$ cat src/rtl/qos_arb_pkg.sv
package qos_arb_pkg;
  localparam int unsigned QUOTA_W = 4;
  typedef logic [QUOTA_W-1:0] quota_t;

  // A hold is spent once the count of extra grants has reached the quota.
  function automatic logic quota_spent(input quota_t used, input quota_t limit);
    return used >= limit;
  endfunction

  // Saturating-free increment of the hold count (quota is at most 15, so
  // the count never has to exceed 15 before demotion).
  function automatic quota_t hold_next(input quota_t used);
    return used + quota_t'(1);
  endfunction
endpackage

$ cat src/rtl/qos_lru_order.sv
module qos_lru_order #(
  parameter int N_CH = 4,
  localparam int CH_W = (N_CH > 1) ? $clog2(N_CH) : 1
) (
  input  logic            clk,
  input  logic            rst_n,
  input  logic [N_CH-1:0] req,
  input  logic            dem_a_vld,
  input  logic [CH_W-1:0] dem_a_id,
  input  logic            dem_b_vld,
  input  logic [CH_W-1:0] dem_b_id,
  output logic [N_CH-1:0] pick
);
  // older_q[i][j] = 1 : channel i was served before channel j (i ranks higher)
  logic [N_CH-1:0] older_q [N_CH];
  logic [N_CH-1:0] older_d [N_CH];

  genvar gi;
  generate
    for (gi = 0; gi < N_CH; gi++) begin : g_pick
      logic [N_CH-1:0] beaten;
      always_comb begin
        for (int j = 0; j < N_CH; j++) begin
          beaten[j] = (j != gi) && req[j] && older_q[j][gi];
        end
      end
      assign pick[gi] = req[gi] && (beaten == '0);
    end
  endgenerate

  always_comb begin
    for (int i = 0; i < N_CH; i++) older_d[i] = older_q[i];
    if (dem_a_vld) begin
      for (int j = 0; j < N_CH; j++) begin
        if (CH_W'(j) != dem_a_id) begin
          older_d[dem_a_id][j] = 1'b0;
          older_d[j][dem_a_id] = 1'b1;
        end
      end
    end
    if (dem_b_vld) begin
      for (int j = 0; j < N_CH; j++) begin
        if (CH_W'(j) != dem_b_id) begin
          older_d[dem_b_id][j] = 1'b0;
          older_d[j][dem_b_id] = 1'b1;
        end
      end
    end
  end

  always_ff @(posedge clk) begin
    if (!rst_n) begin
      for (int i = 0; i < N_CH; i++) begin
        for (int j = 0; j < N_CH; j++) older_q[i][j] <= (i < j);
      end
    end else begin
      for (int i = 0; i < N_CH; i++) older_q[i] <= older_d[i];
    end
  end
endmodule

$ cat src/rtl/qos_hold_ctrl.sv
module qos_hold_ctrl
  import qos_arb_pkg::*;
#(
  parameter int N_CH = 4,
  localparam int CH_W = (N_CH > 1) ? $clog2(N_CH) : 1
) (
  input  logic            clk,
  input  logic            rst_n,
  input  logic            cfg_we,
  input  logic [CH_W-1:0] cfg_ch,
  input  quota_t          cfg_quota,
  input  logic [N_CH-1:0] req,
  input  logic            fire,
  input  logic [CH_W-1:0] win_id,
  output logic            hold_vld,
  output logic [CH_W-1:0] hold_id,
  output logic            abandon,
  output logic            demote_win
);
  quota_t          quota_q [N_CH];
  quota_t          used_q;
  logic            same_hold;
  quota_t          used_base;

  assign abandon    = hold_vld && !req[hold_id];
  assign same_hold  = hold_vld && !abandon && (hold_id == win_id);
  assign used_base  = same_hold ? used_q : '0;
  assign demote_win = fire && quota_spent(used_base, quota_q[win_id]);

  always_ff @(posedge clk) begin
    if (!rst_n) begin
      for (int i = 0; i < N_CH; i++) quota_q[i] <= '0;
    end else if (cfg_we && (int'(cfg_ch) < N_CH)) begin
      quota_q[cfg_ch] <= cfg_quota;
    end
  end

  always_ff @(posedge clk) begin
    if (!rst_n) begin
      hold_vld <= 1'b0;
      hold_id  <= '0;
      used_q   <= '0;
    end else if (fire) begin
      if (demote_win) begin
        hold_vld <= 1'b0;
        used_q   <= '0;
      end else begin
        hold_vld <= 1'b1;
        hold_id  <= win_id;
        used_q   <= hold_next(used_base);
      end
    end else if (abandon) begin
      hold_vld <= 1'b0;
      used_q   <= '0;
    end
  end
endmodule

$ cat src/rtl/qos_lru_arbiter.sv
module qos_lru_arbiter
  import qos_arb_pkg::*;
#(
  parameter int N_CH = 4,
  localparam int CH_W = (N_CH > 1) ? $clog2(N_CH) : 1
) (
  input  logic              clk,
  input  logic              rst_n,
  input  logic [N_CH-1:0]   req,
  output logic [N_CH-1:0]   gnt,
  input  logic              accept,
  input  logic              cfg_we,
  input  logic [CH_W-1:0]   cfg_ch,
  input  logic [QUOTA_W-1:0] cfg_quota
);
  logic [N_CH-1:0] lru_pick;
  logic            hold_vld;
  logic [CH_W-1:0] hold_id;
  logic            abandon;
  logic            demote_win;
  logic            fire;
  logic            hold_live;
  logic [CH_W-1:0] win_id;

  assign hold_live = hold_vld && req[hold_id];
  assign gnt  = hold_live ? (N_CH'(1) << hold_id) : lru_pick;
  assign fire = accept && (gnt != '0);

  always_comb begin
    win_id = '0;
    for (int i = 0; i < N_CH; i++) begin
      if (gnt[i]) win_id = CH_W'(i);
    end
  end

  qos_lru_order #(.N_CH(N_CH)) u_order (
    .clk       (clk),
    .rst_n     (rst_n),
    .req       (req),
    .dem_a_vld (abandon),
    .dem_a_id  (hold_id),
    .dem_b_vld (demote_win),
    .dem_b_id  (win_id),
    .pick      (lru_pick)
  );

  qos_hold_ctrl #(.N_CH(N_CH)) u_hold (
    .clk        (clk),
    .rst_n      (rst_n),
    .cfg_we     (cfg_we),
    .cfg_ch     (cfg_ch),
    .cfg_quota  (cfg_quota),
    .req        (req),
    .fire       (fire),
    .win_id     (win_id),
    .hold_vld   (hold_vld),
    .hold_id    (hold_id),
    .abandon    (abandon),
    .demote_win (demote_win)
  );
endmodule

$ cat config.mk
export PLATFORM = sky130hd
export DESIGN_NAME = qos_lru_arbiter
export DESIGN_NICKNAME = d
export VERILOG_FILES = /design/src/rtl/qos_arb_pkg.sv /design/src/rtl/qos_lru_order.sv /design/src/rtl/qos_hold_ctrl.sv /design/src/rtl/qos_lru_arbiter.sv
export SDC_FILE = /design/constraint.sdc
export NUM_CORES = 1
export LEC_CHECK = 0
export BUFFER_PORTS_ARGS = -buffer_cell sky130_fd_sc_hd__buf_2
export CAP_MARGIN = 25
export CORE_MARGIN = 2
export CORE_UTILIZATION = 45
export DETAILED_ROUTE_END_ITERATION = 12
export PLACE_DENSITY = 0.74
export SKIP_LAST_GASP = 1
export SLEW_MARGIN = 25
export SYNTH_ARGS = -nofsm -noshare
export SYNTH_HDL_FRONTEND = slang
export SYNTH_SLANG_ARGS = --single-unit
export TNS_END_PERCENT = 100
$ cat constraint.sdc
create_clock -name clk -period 5.9 [get_ports clk]
set_input_delay 1.18 -clock clk [delete_from_list [all_inputs] [get_ports clk]]
set_output_delay 1.18 -clock clk [all_outputs]
set_load 0.01 [all_outputs]
==> flow_summary.ini <==
[route]
wl_met3_um = 286
via_count = 1905
routed_wl_um = 5140
ant_nets = 0
drt_pass1_iterations = 4
highest_layer = met4
drt_iter0_drc = 177
route.met2.wl_um = 2550
avgViaCountPerCell = 5.84
wl_met1_um = 2210
wl_per_cell_um = 15.8
drc = 0

[setup_path]
r2r_setup_slack_ns = 2.06
cp-startpoint = req[3]
rr_startpoint = u_hold.hold_id[1]$_SDFFE_PN0P_
cp_top_family = compound AO/OA/AOI/OAI gates
cp_common_cell = and3_1
crit_path_max_fanout = 11
startpoint_type = input pin
crit_path_end_kind = flip-flop
crit_type = in -> reg
cp_num_buf_inv = 1
slowest_delay_ns = 0.49
cp_cell_sequence = buf_2 -> mux2_4 -> a2bb2oi_2 -> a21oi_4 -> a311o_1 -> a32oi_1 -> ha_1 -> o21ai_0 -> nand2b_1 -> and3_1 -> and3_1 -> o311a_1
cp.arrival_ns = 4.20
cp.required_ns = 6.07
critPathSlowestCell = a2bb2oi_2

[global_route]
grt_max_degree = 22
antenna_found_initial = 0
grt_overflow_total = 0
grt_util_all_layers_pct = 21.1
grt_pass1_wl_um = 8800
grt_pass1_vias = 1854

[timing]
setup_viol = 0
finalHoldViolations = 0
fmax_ghz = 0.249
tightest_slew_ns = 0.647
fin_crit_sh_pct = 68.2
final.min_clock_period_ns = 4.02
setup-tns-final_ns = 0
maxSlewHeadroom_pct = 56.8
slew_viol_final = 0
skew_ns = 0.00539
rsz0062_at_grt = false

[clock_tree]
numCtsBuffers = 5
ctsHtreeMaxLevel = 2
ctsResizeCount = 0
post_cts_buffers = 0
cts.clk_slew.worst_paths_ns = 0.07
cts_tree = yes
postCtsHoldBufs = 0
clkSinkCount = 35
clockBufferDepth = 2
clk_latency_ns = 0.28
cts_root_buf = clkbuf_8

[die]
io_pins = 18
die_w_um = 74.5
start_util_pct = 47.0
num_rows = 25
core_region_area_mm2 = 0.00475
dieArea_mm2 = 0.00555
die_y_um = 74.5

[synthesis]
ys_seq_area_share_pct = 38.5
synth.cell_area_mm2 = 0.00223
yosys.area.top_type_share_pct = 21.5
synthTopCellsByCount = dfxtp_1 (19), nand2_1 (19), o21ai_0 (18)
synth.largest_area_cell = edfxtp_1
synth_cell_types = 62
ys_warn_count = 0
synth.avg_cell_area_um2 = 9.08
netlist_instances = 246
synthTopCellsByArea = edfxtp_1 (22%), dfxtp_1 (17%), and2_1 (4.5%)
synth_edf_count = 16
synth_flop_cell = dfxtp_1
async_reset_ff_share_pct = 0
ys_seq_elements = 35
synth_nets = 265

[place]
place.gp.congestion = 0.916
hpwlAfterDp_um = 3920
io_buffer_count = 17

[power]
p_int_mw = 0.439
finalPower_mw = 0.626
switching_share_pct = 29.8
leakage_nw = 0.947
p_per_area_mw_per_mm2 = 257
vdd_drop_max_v = 0.000117
p_switching_mw = 0.186
p_comb_share_pct = 23.3
clkPwrFrac_pct = 29.9
p_seq_share_pct = 46.8

[worst_hold_path]
min-delay-start = u_hold.used_q[1]$_SDFFE_PN0P_
hold_path_class = reg -> reg

[cells_and_area]
area_delta_synth_final_pct = 8.79
fin_nets = 277
drive_gt1_share_pct = 17.0
diodes = 0
n_fill_cell = 473

[flow_run]
drv_cap = 0

[run_status]
status = completed
## final cells by class
| type | count | area (um^2) | share of cell area, % |
|---|---|---|---|
| well taps | 67 | 83.8 | 3.45 |
| inverters | 9 | 33.8 | 1.39 |
| multi-input cells | 190 | 1270 | 52.1 |
| repair buffers | 17 | 85.1 | 3.50 |
| clock buffers | 8 | 100 | 4.12 |
| flip-flops and latches | 35 | 861 | 35.4 |
## power groups by stage
stage	combinational, mW	sequential (mW)	clock, mW
finish	0.146	0.293	0.187
global route	0.164	0.296	0.206
CTS	0.145	0.293	0.193
detailed placement	0.144	0.298	0
global placement	0.142	0.297	0
floorplan	0.119	0.287	0
## layer usage
layer  track usage (%)  vias to the layer above
li1                  -                      941
met1              27.0                      876
met2              35.9                       75
met3              4.07                       13
met4              6.94                        0
met5                 0                        -
## final timing paths
check,endpoint,cells past startpoint
max,u_order.older_q[1][0]$_SDFF_PN0_,12
min,u_hold.used_q[1]$_SDFFE_PN0P_,1
max reg2reg,u_order.older_q[1][0]$_SDFF_PN0_,11
min reg2reg,u_hold.used_q[1]$_SDFFE_PN0P_,1
## kinds of logic after synthesis
logic type | after synthesis | share of synthesized area [%]
AND/OR/NAND/NOR | 103 | 25.2
AO/OA/AOI/OAI | 76 | 24.7
flip-flops | 35 | 38.5
buffers and inverters | 21 | 4.76
multiplexers | 6 | 4.03
adder cells (fa/ha/maj) | 5 | 2.80
## state kept, by name (all words and copies together) (netlist names)
signal	count
u_hold.hold_id	2
u_hold.quota_q	16
u_hold.used_q	4
u_hold.hold_vld	1
u_order.older_q	12
## metrics by stage
stage	area [um^2]	utilization, %	std cells	hold slack [ns]	setup WS [ns]
2_1_floorplan	2230	-	246	0.456	1.99
3_3_place_gp	2330	49.0	318	0.485	1.68
3_5_place_dp	2330	49.0	318	0.480	1.61
4_1_cts	2430	51.1	326	0.500	1.91
5_1_grt	2430	51.1	326	0.544	1.65
6_report	2430	51.1	326	0.496	1.88
## cell usage in the layout, fill, tap and decap left out, drive strengths merged, types with 3 or more instances in the layout
master	netlist	layout
and3	6	6
inv	9	9
nand2b	8	8
nand3	8	8
nand2	19	19
a21o	4	4
nor3	11	11
and2	18	18
a22oi	4	4
o211ai	3	3
o21a	4	4
a21oi	16	16
nor2	16	16
clkbuf	4	8
dfxtp	19	19
edfxtp	16	16
o21ai	21	21
nor2b	5	5
ha	5	5
mux2i	4	4
buf	8	17
(Power assumes the default switching activity.)
